$ cat src/rtl/gpio_port_pkg.sv
package gpio_port_pkg;

  localparam int REG_AW = 3;

  localparam logic [REG_AW-1:0] RA_PORT     = 3'd0;
  localparam logic [REG_AW-1:0] RA_IRQ_EN   = 3'd1;
  localparam logic [REG_AW-1:0] RA_IRQ_MODE = 3'd2;
  localparam logic [REG_AW-1:0] RA_BYPASS   = 3'd3;

  typedef enum logic [1:0] {
    PIN_IRQ_OFF    = 2'd0,
    PIN_IRQ_LOW    = 2'd1,
    PIN_IRQ_CHANGE = 2'd2
  } pin_irq_kind_e;

  // Per-pin interrupt behaviour from the enable and mode bits.
  function automatic pin_irq_kind_e irq_kind(input logic en, input logic mode);
    if (!en)      return PIN_IRQ_OFF;
    else if (mode) return PIN_IRQ_CHANGE;
    else          return PIN_IRQ_LOW;
  endfunction

  // Request for one pin given its behaviour, level and read-latch reference.
  function automatic logic pin_request(input pin_irq_kind_e kind, input logic lvl,
                                       input logic ref_lvl);
    case (kind)
      PIN_IRQ_LOW:    return ~lvl;
      PIN_IRQ_CHANGE: return lvl ^ ref_lvl;
      default:        return 1'b0;
    endcase
  endfunction

  // Output data for one pin.
  function automatic logic out_pick(input logic sel, input logic alt, input logic dr);
    return sel ? alt : dr;
  endfunction

endpackage

$ cat src/rtl/gpio_in_sync.sv
module gpio_in_sync #(
  parameter int PIN_W  = 8,
  parameter int STAGES = 2
) (
  input  logic             clk_i,
  input  logic             rst_ni,
  input  logic [PIN_W-1:0] async_i,
  output logic [PIN_W-1:0] sync_o
);

  localparam int LAST = STAGES - 1;

  logic [PIN_W-1:0] stage_q [STAGES];

  always_ff @(posedge clk_i or negedge rst_ni) begin
    if (!rst_ni) stage_q[0] <= '0;
    else         stage_q[0] <= async_i;
  end

  for (genvar s = 1; s < STAGES; s++) begin : g_stage
    always_ff @(posedge clk_i or negedge rst_ni) begin
      if (!rst_ni) stage_q[s] <= '0;
      else         stage_q[s] <= stage_q[s-1];
    end
  end

  assign sync_o = stage_q[LAST];

endmodule

$ cat src/rtl/gpio_regs.sv
module gpio_regs
  import gpio_port_pkg::*;
#(
  parameter int PIN_W = 8
) (
  input  logic              clk_i,
  input  logic              rst_ni,
  input  logic [REG_AW-1:0] addr_i,
  input  logic              wr_i,
  input  logic              rd_i,
  input  logic [PIN_W-1:0]  wdata_i,
  input  logic [PIN_W-1:0]  pin_sync_i,
  output logic [PIN_W-1:0]  rdata_o,
  output logic [PIN_W-1:0]  data_q_o,
  output logic [PIN_W-1:0]  ie_q_o,
  output logic [PIN_W-1:0]  mode_q_o,
  output logic [PIN_W-1:0]  byp_q_o,
  output logic [PIN_W-1:0]  latch_q_o,
  output logic              port_read_o
);

  logic [PIN_W-1:0] data_q, ie_q, mode_q, byp_q, latch_q, rdata_q;
  logic [PIN_W-1:0] rd_mux;
  logic             wr_data, wr_ie, wr_mode, wr_byp;

  assign wr_data     = wr_i && (addr_i == RA_PORT);
  assign wr_ie       = wr_i && (addr_i == RA_IRQ_EN);
  assign wr_mode     = wr_i && (addr_i == RA_IRQ_MODE);
  assign wr_byp      = wr_i && (addr_i == RA_BYPASS);
  assign port_read_o = rd_i && (addr_i == RA_PORT);

  always_ff @(posedge clk_i or negedge rst_ni) begin
    if (!rst_ni) begin
      data_q <= '0;
      ie_q   <= '0;
      mode_q <= '0;
      byp_q  <= '0;
    end else begin
      if (wr_data) data_q <= wdata_i;
      if (wr_ie)   ie_q   <= wdata_i;
      if (wr_mode) mode_q <= wdata_i;
      if (wr_byp)  byp_q  <= wdata_i;
    end
  end

  // Reference for change detection: moves only on a port read.
  always_ff @(posedge clk_i or negedge rst_ni) begin
    if (!rst_ni)          latch_q <= '0;
    else if (port_read_o) latch_q <= pin_sync_i;
  end

  always_comb begin
    case (addr_i)
      RA_PORT:     rd_mux = pin_sync_i;
      RA_IRQ_EN:   rd_mux = ie_q;
      RA_IRQ_MODE: rd_mux = mode_q;
      RA_BYPASS:   rd_mux = byp_q;
      default:     rd_mux = '0;
    endcase
  end

  always_ff @(posedge clk_i or negedge rst_ni) begin
    if (!rst_ni)   rdata_q <= '0;
    else if (rd_i) rdata_q <= rd_mux;
  end

  assign rdata_o   = rdata_q;
  assign data_q_o  = data_q;
  assign ie_q_o    = ie_q;
  assign mode_q_o  = mode_q;
  assign byp_q_o   = byp_q;
  assign latch_q_o = latch_q;

endmodule

$ cat src/rtl/gpio_irq_eval.sv
module gpio_irq_eval
  import gpio_port_pkg::*;
#(
  parameter int PIN_W = 8
) (
  input  logic [PIN_W-1:0] ie_i,
  input  logic [PIN_W-1:0] mode_i,
  input  logic [PIN_W-1:0] lvl_i,
  input  logic [PIN_W-1:0] latch_i,
  input  logic             gie_i,
  output logic [PIN_W-1:0] req_o,
  output logic             irq_o
);

  for (genvar p = 0; p < PIN_W; p++) begin : g_pin
    pin_irq_kind_e kind;
    assign kind     = irq_kind(ie_i[p], mode_i[p]);
    assign req_o[p] = pin_request(kind, lvl_i[p], latch_i[p]);
  end

  assign irq_o = gie_i & (|req_o);

endmodule

$ cat src/rtl/gpio_out_mux.sv
module gpio_out_mux
  import gpio_port_pkg::*;
#(
  parameter int PIN_W = 8
) (
  input  logic [PIN_W-1:0] data_i,
  input  logic [PIN_W-1:0] alt_i,
  input  logic [PIN_W-1:0] hw_sel_i,
  input  logic [PIN_W-1:0] byp_i,
  output logic [PIN_W-1:0] sel_o,
  output logic [PIN_W-1:0] pad_o
);

  for (genvar p = 0; p < PIN_W; p++) begin : g_pin
    assign sel_o[p] = hw_sel_i[p] | byp_i[p];
    assign pad_o[p] = out_pick(sel_o[p], alt_i[p], data_i[p]);
  end

endmodule

$ cat src/rtl/gpio_port_ctl.sv
module gpio_port_ctl
  import gpio_port_pkg::*;
#(
  parameter int PIN_W       = 8,
  parameter int SYNC_STAGES = 2
) (
  input  logic              clk_i,
  input  logic              rst_ni,
  input  logic [REG_AW-1:0] bus_addr_i,
  input  logic              bus_wr_i,
  input  logic              bus_rd_i,
  input  logic [PIN_W-1:0]  bus_wdata_i,
  output logic [PIN_W-1:0]  bus_rdata_o,
  input  logic [PIN_W-1:0]  pin_i,
  input  logic [PIN_W-1:0]  alt_data_i,
  input  logic [PIN_W-1:0]  hw_alt_sel_i,
  input  logic              gie_i,
  output logic [PIN_W-1:0]  pad_o,
  output logic              irq_o
);

  // Internal events and state, named for the checker.
  logic [PIN_W-1:0] pin_sync;
  logic [PIN_W-1:0] data_q, ie_q, mode_q, byp_q, latch_q;
  logic [PIN_W-1:0] req_vec, alt_sel;
  logic             port_read;

  gpio_in_sync #(.PIN_W(PIN_W), .STAGES(SYNC_STAGES)) u_sync (
    .clk_i   (clk_i),
    .rst_ni  (rst_ni),
    .async_i (pin_i),
    .sync_o  (pin_sync)
  );

  gpio_regs #(.PIN_W(PIN_W)) u_regs (
    .clk_i       (clk_i),
    .rst_ni      (rst_ni),
    .addr_i      (bus_addr_i),
    .wr_i        (bus_wr_i),
    .rd_i        (bus_rd_i),
    .wdata_i     (bus_wdata_i),
    .pin_sync_i  (pin_sync),
    .rdata_o     (bus_rdata_o),
    .data_q_o    (data_q),
    .ie_q_o      (ie_q),
    .mode_q_o    (mode_q),
    .byp_q_o     (byp_q),
    .latch_q_o   (latch_q),
    .port_read_o (port_read)
  );

  gpio_irq_eval #(.PIN_W(PIN_W)) u_irq (
    .ie_i    (ie_q),
    .mode_i  (mode_q),
    .lvl_i   (pin_sync),
    .latch_i (latch_q),
    .gie_i   (gie_i),
    .req_o   (req_vec),
    .irq_o   (irq_o)
  );

  gpio_out_mux #(.PIN_W(PIN_W)) u_out (
    .data_i   (data_q),
    .alt_i    (alt_data_i),
    .hw_sel_i (hw_alt_sel_i),
    .byp_i    (byp_q),
    .sel_o    (alt_sel),
    .pad_o    (pad_o)
  );

endmodule

$ cat config.mk
export PLATFORM = sky130hd
export DESIGN_NAME = gpio_port_ctl
export DESIGN_NICKNAME = d
export VERILOG_FILES = /design/src/rtl/gpio_port_pkg.sv /design/src/rtl/gpio_in_sync.sv /design/src/rtl/gpio_regs.sv /design/src/rtl/gpio_irq_eval.sv /design/src/rtl/gpio_out_mux.sv /design/src/rtl/gpio_port_ctl.sv
export SDC_FILE = /design/constraint.sdc
export NUM_CORES = 1
export LEC_CHECK = 0
export CELL_PAD_IN_SITES_DETAIL_PLACEMENT = 0
export CELL_PAD_IN_SITES_GLOBAL_PLACEMENT = 1
export CORE_MARGIN = 2
export CORE_UTILIZATION = 42
export DETAILED_ROUTE_END_ITERATION = 16
export PLACE_DENSITY = 0.89
export RECOVER_POWER = 50
export SLEW_MARGIN = 20
export SYNTH_ARGS = -nofsm -noshare
export SYNTH_HDL_FRONTEND = slang
export SYNTH_SLANG_ARGS = --single-unit
$ cat constraint.sdc
create_clock -name clk_i -period 1.3 [get_ports clk_i]
set_input_delay 0.195 -clock clk_i [delete_from_list [all_inputs] [get_ports clk_i]]
set_output_delay 0.195 -clock clk_i [all_outputs]
set_load 0.02 [all_outputs]
; Word level (Yosys, flattened, before mapping)
; Cells that the tools add are included.
[word_totals]
register_bits = 64
in_bits = 40
out_inout_bits = 17
word_cells = 92
[classes]
eq_ne = 19
mux = 33
n_bitwise = 25
n_reduce_logical = 7
[op_table]
columns = cell, count
row1 = 2-to-1 mux 2 bit, 16
row2 = one-hot mux 8 bit (4 select lines), 1
row3 = "equality test 2 x 1 -> 1 bit, second input constant", 8
row4 = "equality test 2 bit, second input constant", 8
row5 = one-hot mux 1 bit (2 select lines), 8
row6 = 2-to-1 mux 1 bit, 8
row7 = inverter 1 bit, 8
row8 = bitwise OR 1 bit, 8
row9 = OR reduction 8 bit, 1
row10 = XOR 1 bit, 8
row11 = "equality test 3 x 2 -> 1 bit, second input constant", 2
row12 = logical AND 1 bit, 5
row13 = "equality test 3 x 1 -> 1 bit, second input constant", 1
row14 = logical NOT 3 bit, 1
row15 = AND 1 bit, 1

; Depth between registers and ports, before layout
[logic_depth]
depth_word = 6
depth_mapped = 5
ltp_nobuf = 4

; Modules after synthesis
; From an unflattened synthesis, not the netlist that was laid out.
[unflattened]
cells_unflattened = 191
hier_area_um2 = 2965.3
[modules_own_cells]
columns = mod, instances, cells_each, area_each_um2
row1 = gpio_regs, 1, 116, 2045.7
row2 = gpio_in_sync, 1, 24, 460.4
row3 = gpio_irq_eval, 1, 35, 269.0
row4 = gpio_out_mux, 1, 16, 190.2

; Worst setup path before layout
; OpenSTA, ideal clock, no wires.
[synth_path]
path_type = register -> output
start = reg u_regs.mode_q[3], in the netlist u_regs.mode_q_o[3]
end = out irq_o
t_arrival_ns = 1.160
required_time_ns = 1.105
setup_slack_ns = -0.055
path_stages_with_launch = 5
path_buffers = 0
path_cell_list = dfrtp_1 -> nor2b_1 -> xnor2_1 -> a22oi_1 -> a41oi_1
[synth_via]
elab_chain_len = 6
word_cells_on_any_way = 7
[synth_lines]
columns = element, line_no
row1 = from (decl), gpio_regs.sv:22  ; logic [PIN_W-1:0] data_q, ie_q, mode_q, byp_q, latch_q, rdata_q;
row2 = from (signal assigned), gpio_regs.sv:41  ; if (wr_mode) mode_q <= wdata_i;
row3 = 2-to-1 mux 2 bit *, gpio_port_pkg.sv:19  ; else if (mode) return PIN_IRQ_CHANGE;
row4 = 2-to-1 mux 2 bit *, gpio_port_pkg.sv:18  ; if (!en) return PIN_IRQ_OFF;
row5 = equality test 2 bit / equality test 2 x 1 -> 1 bit (equally long branches), gpio_port_pkg.sv:26  ; case (kind)
row6 = one-hot mux 1 bit (2 select lines) *, gpio_port_pkg.sv:26
row7 = OR reduction 8 bit *, gpio_irq_eval.sv:21  ; assign irq_o = gie_i & (|req_o);
row8 = AND 1 bit *, gpio_irq_eval.sv:21
row9 = to (decl), gpio_port_ctl.sv:19  ; output logic irq_o
; Every way passes the cells marked *; elsewhere a longest branch is shown, timed or not.

; Final worst setup path
[layout_path]
start = reg u_regs.mode_q[2], in the netlist u_regs.mode_q_o[2]
end = out irq_o
; Same word-level chain as after synthesis.

==> run summary <==
static leakage = 1.92 nW
max-cap violation count = 0
CTS H-tree lvls = 3
clock skew = 0.0107 ns
CTS clock-pin slew for the worst setup and hold paths = 0.07 ns
sw frac = 26.4%
failing checks = negative setup slack
initial DRC count = 62
Clock power frac = 28.8%
clk root buf = clkbuf_8
worst slack, placed = -0.568 ns
WL final = 6260 um
GRT Total Usage = 18.5%
Setup crit start kind = flip-flop
hold endpoint = u_sync.sync_o[7]$_DFF_PN0_
Area growth syn-to-layout = 50.9%
Rows = 29
FF-to-FF setup slack = -0.04 ns
peak supply drop = 1.01 mV
ANT nets after route = 0
flops & latches, synth = 64
hold depth = 0
P_int = 0.00437 W
setup violators final = 13
share of layout cells above drive strength 1 = 54.4%
Synth Area in Simple Gates = 6.59%
status = complete, but fails checks
utilization after layout = 65.9%
Final Slew Violations = 0
min-delay src = u_sync.stage_q[15]$_DFF_PN0_
CTS tree = done
Final HPWL DP = 4290 um
Synth area leaders = dfrtp_1, mux2_2, mux4_2, mux4_1, xnor2_1
first-pass GRT wire length = 9960 um
Rel. slew slack = 46.9%
R2R depth = 5
Adder-Cell Fraction of Synth Area = 0%
worst skew pair latency = 0.34 ns
switching power = 0.00157 W
area fraction in compound gates after synthesis = 3.18%
GR Overflow Total = 0
CTS buffer count = 9
multiplexer share of the synthesized area = 26.2%
Pwr per Cell Area = 1410 nW/um^2
grt met1 use = 21.8%
CP max-delay cell = dfrtp_1
antenna violations before repair = 0
synth unique cells = 24
drt drc = 0
CP cell instances = nor2b_4 > xnor2_2 > a22oi_2 > a41oi_2 > buf_4
CP required = 1.11 ns
Clock Tree Buf Depth = 2
Port Buf Inserts = 56
fmax = 0.580 GHz
dominant synthesized flop cell = dfrtp_1
post-synthesis sequential area ratio = 57.4%
met2 Use GR = 31.4%
# nets final = 342
Synth area leader = dfrtp_1
Die W = 85.5 um
final-report hold violation count = 0
Hold WC Path Type = flip-flop to flip-flop
Post-Synthesis Cells = 187
worst reg2reg path startpoint = u_regs.byp_q_o[2]$_DFFE_PN0P_
xor and xnor area share after synthesis = 2.51%
sequential share of power = 42.8%
synthesized area = 2790 sq um
Die Footprint = 7310 sq um
final period utilization = 133%
met3 usage in global routing = 6.54%
CTS sink count = 64
Async S/R FF share, synth = 100%
CP max FO = 3
top post-synthesis cells by count = dfrtp_1, mux2_2, inv_1
RePlAce Congestion = 0.835
Final WS setup = -0.426 ns
I/O pins = 57
placed inst area = 3790 sq um
routed vias/inst = 4.87
Yosys top cell area share = 57.4%
unrepaired setup endpoints after global routing = yes
Antenna Diode Count = 0
core area = 6390 sq um
Comb pwr share = 28.3%
fin crit period = 1.73 ns
critical path class = flip-flop to output pin
count leader, synth = dfrtp_1
R2R Path End = u_regs.rdata_o[2]$_DFFE_PN0P_
initial core utilization = 43.7%
CP peak stage delay = 0.40 ns
pin count of the biggest net entering global routing = 65
Syn Area/Cell = 14.9 sq um
EDFF count, synth = 0
DIE HEIGHT = 85.5 um
design area = 4210 sq um
slew of the pin with the lowest slew margin = 0.797 ns
Vias = 1871
critical path data arrival time = 1.53 ns
Worst Setup End Kind = output pin
drt pass-1 iters = 4
total power = 0.00594 W
vias in the first global route = 2022
WL per Instance = 16.3 um
Syn. warnings = 0
main combinational cell family by area after synthesis = multiplexers
Syn Nets = 227
GRT busiest layer = met2
setup TNS = -1.95 ns
==> per-stage QoR <==
| step | hold WS (ns) | std cells |
|---|---|---|
| 5_1_grt | 0.358 | 384 |
| 4_1_cts | 0.276 | 382 |
| 3_5_place_dp | 0.232 | 360 |
| 3_3_place_gp | 0.232 | 360 |
| 2_1_floorplan | -0.101 | 187 |
| 6_report | 0.350 | 384 |
==> worst max-delay path, delay by kind of cell, from the launching register on <==
family / cells / cell delay (ns)
buffers and inverters: 1 / 0.18
and+or+nand+nor: 1 / 0.14
AOI/OAI and AO/OA: 2 / 0.34
xor gates and xnor gates: 1 / 0.13
DFF: 1 / 0.40
==> worst max-delay path by stage <==
stage | from | end | slack [ns] | depth (start not counted)
6_report | u_regs.mode_q_o[2]$_DFFE_PN0P_ | irq_o | -0.43 | 5
4_1_cts | u_regs.mode_q_o[7]$_DFFE_PN0P_ | irq_o | -0.45 | 5
3_5_place_dp | u_regs.mode_q_o[6]$_DFFE_PN0P_ | irq_o | -0.57 | 5
3_3_place_gp | u_regs.mode_q_o[2]$_DFFE_PN0P_ | irq_o | -0.55 | 5
2_1_floorplan | u_regs.mode_q_o[2]$_DFFE_PN0P_ | irq_o | 0.07 | 4
5_1_grt | u_regs.mode_q_o[7]$_DFFE_PN0P_ | irq_o | -0.50 | 5
==> power by group through the flow <==
stage,sequential (W),combinational (W),clock [W]
detailed placement,0.00254,0.00148,0
floorplan,0.00255,0.000720,0
finish,0.00255,0.00168,0.00171
global placement,0.00252,0.00143,0
global route,0.00258,0.00181,0.00184
CTS,0.00254,0.00164,0.00175
==> state kept, by name, indices dropped and copies added (netlist names) <==
| register | flops |
|---|---|
| u_sync.stage_q | 8 |
| u_sync.sync_o | 8 |
| u_regs.rdata_o | 8 |
| u_regs.data_q_o | 8 |
| u_regs.latch_q_o | 8 |
| u_regs.ie_q_o | 8 |
| u_regs.byp_q_o | 8 |
| u_regs.mode_q_o | 8 |
==> what timing repair did <==
action,CTS,global route
gates cloned,1,0
hold buffers,1,0
endpoints found under the setup margin,51,19
resized for setup,99,16
hold endpoints to repair,64,0
buffers inserted,5,4
pin swaps,14,5
==> layout make-up <==
| type | count | area (sq um) |
|---|---|---|
| Multi-Input combinational cell | 101 | 1220 |
| Clock inverter | 3 | 40.0 |
| Fill cell | 479 | 2180 |
| Inverter | 17 | 63.8 |
| Tap cell | 77 | 96.3 |
| Clock buffer | 13 | 159 |
| Sequential cell | 64 | 1600 |
| Timing Repair Buffer | 109 | 1030 |
==> metal layers <==
| metal | routed length, um | vias to the layer above |
|---|---|---|
| met5 | 0 | - |
| met4 | 123 | 0 |
| met3 | 317 | 11 |
| met2 | 3260 | 49 |
| met1 | 2560 | 922 |
| li1 | - | 889 |
==> layout by cell type (no fill, tap or decap), types with 3 or more instances in the layout <==
cell type / n
dlygate4sd2_1: 12
dlygate4sd3_1: 9
inv_1: 11
o22ai_2: 3
nor2_2: 8
mux2_4: 9
mux4_2: 8
o22ai_1: 5
xnor2_2: 3
nor2b_4: 5
xnor2_1: 5
buf_6: 14
nor2b_1: 4
a22oi_2: 4
clkdlybuf4s50_1: 26
dfrtp_1: 64
inv_2: 6
clkbuf_8: 11
buf_12: 3
mux2_2: 38
buf_4: 43
==> cell families (layout without fill, tap and decap cells) <==
group / Yosys count / in the layout
flops: 64 / 64
mux: 56 / 56
simple gates: 24 / 24
buf+inv: 22 / 142
compound gates: 13 / 13
xor+xnor: 8 / 8
No activity file was read; power rests on OpenSTA's default activity.
